File: src/rtl/nco_phase_ctrl.sv
module nco_phase_ctrl #(
  parameter int ACC_W = 34,
  parameter int OUT_W = 16,
  parameter int LAT   = 31
) (
  input  logic               clk,
  input  logic               rst_n,
  input  logic               cen,
  input  logic [1:0]         sel,
  input  logic               wr_lo,
  input  logic               wr_hi,
  input  logic [ACC_W/2-1:0] din,
  input  logic               restart,
  input  logic               jump,
  output logic [OUT_W-1:0]   phase_out,
  output logic               phase_vld
);
  localparam int HW = ACC_W / 2;

  logic [HW-1:0]    hold_q;
  logic [ACC_W-1:0] inc_q, ofs_q, jmp_q, acc_q;
  logic             run_q;
  logic [ACC_W-1:0] word, sum;
  logic [OUT_W:0]   pipe_q [LAT];

  assign word = {din, hold_q};
  assign sum  = acc_q + ofs_q;

  always_ff @(posedge clk or negedge rst_n)
    if (!rst_n) begin
      hold_q <= '0;
      inc_q  <= '0;
      ofs_q  <= '0;
      jmp_q  <= '0;
      acc_q  <= '0;
      run_q  <= 1'b0;
    end else if (cen) begin
      if (restart) begin
        acc_q <= '0;
        inc_q <= '0;
        ofs_q <= '0;
        run_q <= 1'b0;
      end else begin
        acc_q <= jump ? jmp_q : acc_q + inc_q;
        if (wr_lo) hold_q <= din;
        if (wr_hi)
          case (sel)
            2'd0: begin inc_q <= word; run_q <= 1'b1; end
            2'd1: ofs_q <= word;
            2'd2: jmp_q <= word;
            default: ;
          endcase
      end
    end

  always_ff @(posedge clk or negedge rst_n)
    if (!rst_n) pipe_q[0] <= '0;
    else if (cen) pipe_q[0] <= {run_q, sum[ACC_W-1 -: OUT_W]};

  for (genvar i = 1; i < LAT; i++) begin : g_dly
    always_ff @(posedge clk or negedge rst_n)
      if (!rst_n) pipe_q[i] <= '0;
      else if (cen) pipe_q[i] <= pipe_q[i-1];
  end

  assign phase_out = pipe_q[LAT-1][OUT_W-1:0];
  assign phase_vld = pipe_q[LAT-1][OUT_W];

  p_zero_inc_hold_r5: assert property (@(posedge clk) disable iff (!rst_n)
    (cen && inc_q == '0 && !jump && !restart) |=> $stable(acc_q));

  p_jump_load_r7: assert property (@(posedge clk) disable iff (!rst_n)
    (cen && jump && !restart) |=> acc_q == $past(jmp_q));

  p_restart_clear_r8: assert property (@(posedge clk) disable iff (!rst_n)
    (cen && restart) |=> (acc_q == '0 && inc_q == '0 && ofs_q == '0 && !run_q));

  p_cen_hold_r10: assert property (@(posedge clk) disable iff (!rst_n)
    !cen |=> ($stable(phase_out) && $stable(phase_vld) && $stable(acc_q)));

  p_sel_idle_r2: assert property (@(posedge clk) disable iff (!rst_n)
    (cen && wr_hi && sel == 2'd3 && !restart) |=> ($stable(inc_q) && $stable(ofs_q) && $stable(jmp_q)));
endmodule

File: config.mk
export PLATFORM = sky130hd
export DESIGN_NAME = nco_phase_ctrl
export DESIGN_NICKNAME = d
export VERILOG_FILES = /design/src/rtl/nco_phase_ctrl.sv
export SDC_FILE = /design/constraint.sdc
export NUM_CORES = 1
export LEC_CHECK = 0
export ABC_AREA = 0
export BUFFER_PORTS_ARGS = -buffer_cell sky130_fd_sc_hd__buf_2
export CORE_MARGIN = 2
export CORE_UTILIZATION = 25
export DETAILED_ROUTE_END_ITERATION = 6
export HOLD_SLACK_MARGIN = 0.05
export PLACE_DENSITY = 0.47
export SYNTH_ARGS = -nofsm -noshare
export SYNTH_HDL_FRONTEND = slang
export SYNTH_SLANG_ARGS = --single-unit
File: constraint.sdc
create_clock -name clk -period 3.32 [get_ports clk]
set_clock_uncertainty 0.1 [all_clocks]
set_input_delay 0.332 -clock clk [delete_from_list [all_inputs] [get_ports clk]]
set_output_delay 0.332 -clock clk [all_outputs]
set_load 0.01 [all_outputs]
# After elaboration in Yosys (flattened, before gate mapping)
# Cells that the tools add are included.
dict set report classes {
  mux 11
  n_reduce_logical 8
  n_eq_ne 2
  add_sub_neg 2
  n_bitwise 1
}
# operator n
set ops {}
lappend ops {{34-bit two-way mux} 8}
lappend ops {{34-bit adder} 2}
lappend ops {{3-bit AND reduction} 3}
lappend ops {{2-bit nonzero test} 3}
lappend ops {{4-bit AND reduction} 1}
lappend ops {{1-bit two-way mux} 3}
lappend ops {{2-bit by 1-bit == test with 1-bit output, second input constant} 1}
lappend ops {{2-bit == test, second input constant} 1}
lappend ops {{2-bit zero test} 1}
lappend ops {{1-bit NOT} 1}
dict set report totals {
  word_cells 61
  inputBits 26
  regBits 681
}

# Logic depth before layout (Yosys ltp)
dict set report logic_depth {
  ltp_word 4
  depth_mapped 11
  ltp_nobuf 11
}

# Worst setup path before layout
# No wires, ideal clock.
dict set report synth_timing {
  kind {flip-flop to flip-flop}
  startpoint {register acc_q[4]}
  endpoint {register acc_q[24]}
  setup_slack_ps 189
  n_path_buf 0
  stages_incl_launch_ff 11
  period_less_slack_ps 3131
  arrival_ps 2905
  setup_time_ps 126
  cell_sequence {dfrtp_1 > ha_1 > and2_4 > a221o_1 > a2111oi_4 > nor2_2 > a221o_1 > a41o_1 > a21boi_2 > xnor2_1 > a221o_1}
}
dict set report synth_between {
  elab_chain_len 3
}
# element line
set synth_rtl {}
lappend synth_rtl {{start: declaration} 21} ;# logic [ACC_W-1:0] inc_q, ofs_q, jmp_q, acc_q;
lappend synth_rtl {{start signal: assignment} 44} ;# acc_q <= jump ? jmp_q : acc_q + inc_q;
lappend synth_rtl {{34-bit adder} 44}
lappend synth_rtl {{34-bit two-way mux} 44}
lappend synth_rtl {{34-bit two-way mux} 38} ;# if (restart) begin
# Every way passes these cells.
# A chain may end at the register's enable or synchronous reset.

# Final worst setup path
dict set report layout_timing {
  startpoint {register inc_q[4]}
  endpoint {register acc_q[30]}
}
dict set report layout_between {
  elab_chain_len 3
}
# element line
set layout_rtl {}
lappend layout_rtl {{start: declaration} 21}
lappend layout_rtl {{start signal: assignment} 32} ;# inc_q <= '0;
lappend layout_rtl {{start signal: assignment} 40} ;# inc_q <= '0;
lappend layout_rtl {{start signal: assignment} 48} ;# 2'd0: begin inc_q <= word; run_q <= 1'b1; end
lappend layout_rtl {{34-bit adder} 44}
lappend layout_rtl {{34-bit two-way mux} 44}
lappend layout_rtl {{34-bit two-way mux} 38}
# Every way passes these cells.

==> impl_results.html <==
<table>
<tr><th>Metric</th><th>Value</th></tr>
<tr><th colspan="2">Run status</th></tr>
<tr><td>Status</td><td>complete, no violations</td></tr>
<tr><th colspan="2">STA</th></tr>
<tr><td>Minimum period implied by the final worst setup slack</td><td>3203 ps</td></tr>
<tr><td>Max-slew headroom at the worst pin</td><td>0.3738</td></tr>
<tr><td>Final Slew Violations</td><td>0</td></tr>
<tr><td>Worst path setup slack after routing</td><td>117.5 ps</td></tr>
<tr><td>Final-report hold violation count</td><td>0</td></tr>
<tr><td>Unrepaired setup endpoints after global routing</td><td>true</td></tr>
<tr><td>Peak Freq</td><td>312.3 MHz</td></tr>
<tr><td>Count of final setup violators</td><td>0</td></tr>
<tr><td>Ratio of final minimum period to clock period</td><td>0.9646</td></tr>
<tr><td>Slew @ Worst Pin</td><td>939.3 ps</td></tr>
<tr><th colspan="2">Yosys</th></tr>
<tr><td>Number of synthesized flops with an enable pin</td><td>0</td></tr>
<tr><td>Post-synth top area cell</td><td>dfrtp_1</td></tr>
<tr><td>Synthesized-area fraction occupied by ao, oa, aoi and oai cells</td><td>0.06636</td></tr>
<tr><td>Portion of synthesized cell area occupied by the leading cell type</td><td>0.5993</td></tr>
<tr><td>Number of storage elements in the synthesis netlist</td><td>681</td></tr>
<tr><td>Synthesized instance count</td><td>2054</td></tr>
<tr><td>Multiplexer area fraction after synthesis</td><td>0.2290</td></tr>
<tr><td>Leading register cell type out of synthesis</td><td>dfrtp_1</td></tr>
<tr><td>Most frequently used cell type in the post-synthesis netlist</td><td>dfrtp_1</td></tr>
<tr><td>Summed instance area of the synthesized netlist</td><td>28430 sq um</td></tr>
<tr><td>Synthesized Nets</td><td>2146</td></tr>
<tr><td>Yosys warning total</td><td>0</td></tr>
<tr><td>Ranking of synthesized cells by area</td><td>dfrtp_1 (60%), mux2_2 (23%), ha_1 (2.9%)</td></tr>
<tr><td>XOR/XNOR share of the synthesized area</td><td>0.01386</td></tr>
<tr><td>Count of cell types in the netlist</td><td>61</td></tr>
<tr><td>Fraction of the mapped netlist area in adder cells</td><td>0.02931</td></tr>
<tr><td>Largest family of logic cells by synthesized area</td><td>multiplexers</td></tr>
<tr><td>Share of synthesized cell area in and, or, nand and nor gates</td><td>0.04290</td></tr>
<tr><td>Async set or reset register ratio after synthesis</td><td>1.000</td></tr>
<tr><td>Synth cell count leaders</td><td>dfrtp_1 (681), mux2_2 (573), nand2_1 (110)</td></tr>
<tr><td>Register area share after synthesis</td><td>0.5993</td></tr>
<tr><td>Post-Synthesis Mean Instance Area</td><td>13.84 sq um</td></tr>
<tr><th colspan="2">Global route</th></tr>
<tr><td>Total Routing Usage GR</td><td>0.09371</td></tr>
<tr><td>Antenna violations before repair</td><td>0</td></tr>
<tr><td>Number of global-route vias before repair</td><td>16610</td></tr>
<tr><td>GR Overflow Total</td><td>0</td></tr>
<tr><td>Largest net degree at the start of global routing</td><td>171</td></tr>
<tr><td>First-pass GRT wire length</td><td>90220 microns</td></tr>
<tr><th colspan="2">Layout</th></tr>
<tr><td>Antenna fix cells</td><td>0</td></tr>
<tr><td>End-of-flow core utilization</td><td>0.2952</td></tr>
<tr><td>Layout cell share with drive strength beyond 1</td><td>0.3670</td></tr>
<tr><td>Design Area, Final</td><td>33260 sq um</td></tr>
<tr><td>Net total in the final layout</td><td>2215</td></tr>
<tr><td>Area delta synth-&gt;final</td><td>16.96%</td></tr>
<tr><th colspan="2">Place</th></tr>
<tr><td>Setup WS pre-CTS</td><td>-45.00 ps</td></tr>
<tr><td>RD Place Congestion</td><td>0.8226</td></tr>
<tr><td>Post-place instance area</td><td>30540 sq um</td></tr>
<tr><td>Count of port buffers added during placement</td><td>42</td></tr>
<tr><td>Half-perimeter wire length of the detailed placement result</td><td>33500 microns</td></tr>
<tr><th colspan="2">Drt</th></tr>
<tr><td>Number of design rule violations left after detail routing</td><td>0</td></tr>
<tr><td>Routed wirelength normalized by instance count</td><td>14.43 microns</td></tr>
<tr><td>Via count</td><td>15970</td></tr>
<tr><td>Detailed Routing Iterations Pass 1</td><td>4</td></tr>
<tr><td>1st-iter DRT viols</td><td>686</td></tr>
<tr><td>Final wirelength</td><td>53060 microns</td></tr>
<tr><td>Final ANT Viol Nets</td><td>0</td></tr>
<tr><td>Via density per instance</td><td>4.344</td></tr>
<tr><th colspan="2">Critical path</th></tr>
<tr><td>Type of the worst setup path</td><td>flip-flop to flip-flop</td></tr>
<tr><td>Largest driver fanout on the critical path</td><td>4</td></tr>
<tr><td>Crit path top cell by count</td><td>a221o_1</td></tr>
<tr><td>Cell at the slowest stage of the critical path</td><td>a2111oi_4</td></tr>
<tr><td>Type of destination of the critical path</td><td>flip-flop</td></tr>
<tr><td>CP Data Arrival Time</td><td>3600 ps</td></tr>
<tr><td>Required time of the worst setup path</td><td>3720 ps</td></tr>
<tr><td>Startpoint types</td><td>flip-flop</td></tr>
<tr><td>Cell Chain, Critical Path</td><td>ha_4 &gt; and2_4 &gt; a221o_1 &gt; a2111oi_4 &gt; nor2_2 &gt; a221o_1 &gt; a41o_4 &gt; a311oi_2 &gt; xor2_1 &gt; o21ai_1</td></tr>
<tr><td>Worst reg2reg path depth</td><td>10</td></tr>
<tr><td>Peak per-stage delay on the critical path</td><td>450 ps</td></tr>
<tr><th colspan="2">CTS</th></tr>
<tr><td>Clock root buffer</td><td>clkbuf_16</td></tr>
<tr><td>Clock-pin slew on the worst setup and hold paths</td><td>60 ps</td></tr>
<tr><td>H-tree lvl count</td><td>3</td></tr>
<tr><td>Clk sinks</td><td>681</td></tr>
<tr><td>Total CTS buffers</td><td>73</td></tr>
<tr><td>Maximum buffer depth of the clock tree</td><td>3</td></tr>
<tr><td>Worst-skew pair later-pin latency</td><td>630 ps</td></tr>
<tr><td>Clock tree from TritonCTS</td><td>built</td></tr>
<tr><th colspan="2">Floorplanning</th></tr>
<tr><td>Die height</td><td>341.3 microns</td></tr>
<tr><td>Number of primary I/O pins</td><td>43</td></tr>
<tr><td>Num rows</td><td>123</td></tr>
<tr><td>Starting Density</td><td>0.2524</td></tr>
<tr><td>Area of the core</td><td>112700 sq um</td></tr>
<tr><td>Total Die Area</td><td>116500 sq um</td></tr>
<tr><td>Horiz. Die Dim</td><td>341.3 microns</td></tr>
<tr><th colspan="2">Hold path</th></tr>
<tr><td>Class of the tightest hold or removal check</td><td>input pin to flip-flop</td></tr>
<tr><td>Number of cells traversed by the worst hold path</td><td>4</td></tr>
<tr><th colspan="2">Power</th></tr>
<tr><td>Static power due to leakage</td><td>15.37 nW</td></tr>
<tr><td>Maximum resistive drop on vdd</td><td>366.5 uV</td></tr>
<tr><td>Power Dens Cells</td><td>760.5 nW/um^2</td></tr>
<tr><td>Power, Total</td><td>25.29 mW</td></tr>
<tr><th colspan="2">Flow run</th></tr>
<tr><td>Max capacitance violation total</td><td>0</td></tr>
</table>
==> sequential cells by signal, summed over array words and instances (netlist names) <==
signal	flops
hold_q	17
jmp_q	34
phase_out	16
run_q	1
acc_q	34
pipe_q	510
ofs_q	34
phase_vld	1
inc_q	34
==> placed cells by master (no fill, tap or decap), drive strengths merged, types with 3 or more instances in the layout <==
cell and n:
a211oi 8, a21boi 3, a21o 41, a21oi 68, a221o 7, a221oi 3, a22oi 7, a31oi 5
and2 8, and3 5, buf 94, clkbuf 108, clkinv 16, dfrtp 681, dlygate4sd3 19, ha 65
inv 12, mux2 573, mux2i 6, nand2 110, nand2b 42, nand3 14, nand4 11, nand4b 3
nor2 45, nor2b 5, nor3 8, o211ai 4, o21ai 103, o2bb2ai 20, o31ai 4, xnor2 30
xor2 15
==> timing repair <==
action / 4_1_cts / 5_1_grt
pin swaps: 2 / 10
buffers inserted: 1 / 4
hold endpoints to repair: 141 / 0
setup endpoints to repair: 3 / 10
hold buffers: 19 / 0
gates resized for setup: 3 / 9
==> where the power goes <==
part	leakage [nW]	internal, mW	total [mW]	switching (mW)
clock network	1.18	4.64	8.04	3.40
registers	8.77	11.3	12.7	1.46
logic	5.42	2.79	4.53	1.73
total	15.4	18.7	25.3	6.58
==> worst max-delay path, delay by kind of cell, from the launching register on <==
kind	cells	cell delay, ps
AO/OA/AOI/OAI	6	1870
flip-flops	1	410
adder cells (fa/ha/maj)	1	270
AND/OR/NAND/NOR	2	240
XOR/XNOR	1	180
==> routing by layer <==
metal  vias to the layer above  global-route usage  routed length [microns]
met1                      8150              0.1250                    25140
met5                         -                   0                        0
met2                       223              0.1492                    24370
met3                       114             0.01794                     1687
li1                       7487                   -                        -
met4                         0             0.03845                     1862
==> area by class of cell <==
class	instances	area [sq um]
fill	11450	79390
multi-input combinational	1244	10940
timing repair buffer	113	935.9
sequential	681	17040
clock inverter	21	305.3
tap	1500	1877
inverter	10	37.54
clock buffer	108	2118
==> worst paths after layout <==
kind / startpoint / end / slack (ps)
min in group asynchronous: rst_n / pipe_q[245] / 260
setup reg to reg: inc_q[4] / acc_q[30] / 120
max in group asynchronous: rst_n / ofs_q[4] / 1930
hold / removal: jump / acc_q[23] / 190
setup / recovery: inc_q[4] / acc_q[30] / 120
hold reg to reg: run_q / run_q / 380
==> metrics by stage <==
stage	hold WS, ps	cells	setup TNS [ps]
4_1_cts	166.0	3673	0
5_1_grt	223.1	3677	-76.99
3_3_place_gp	323.1	3524	-15.24
6_report	191.2	3677	0
2_1_floorplan	-63.59	2054	0
3_5_place_dp	338.6	3524	-124.0
==> logic make-up (layout without fill, tap and decap cells) <==
family / Yosys count / in the layout
mux: 579 / 579
fa+ha+maj: 66 / 66
compound gates: 296 / 296
flops: 681 / 681
xor+xnor: 45 / 45
buf+inv: 129 / 252
simple gates: 258 / 258
Power figures use the tool's default switching activity.
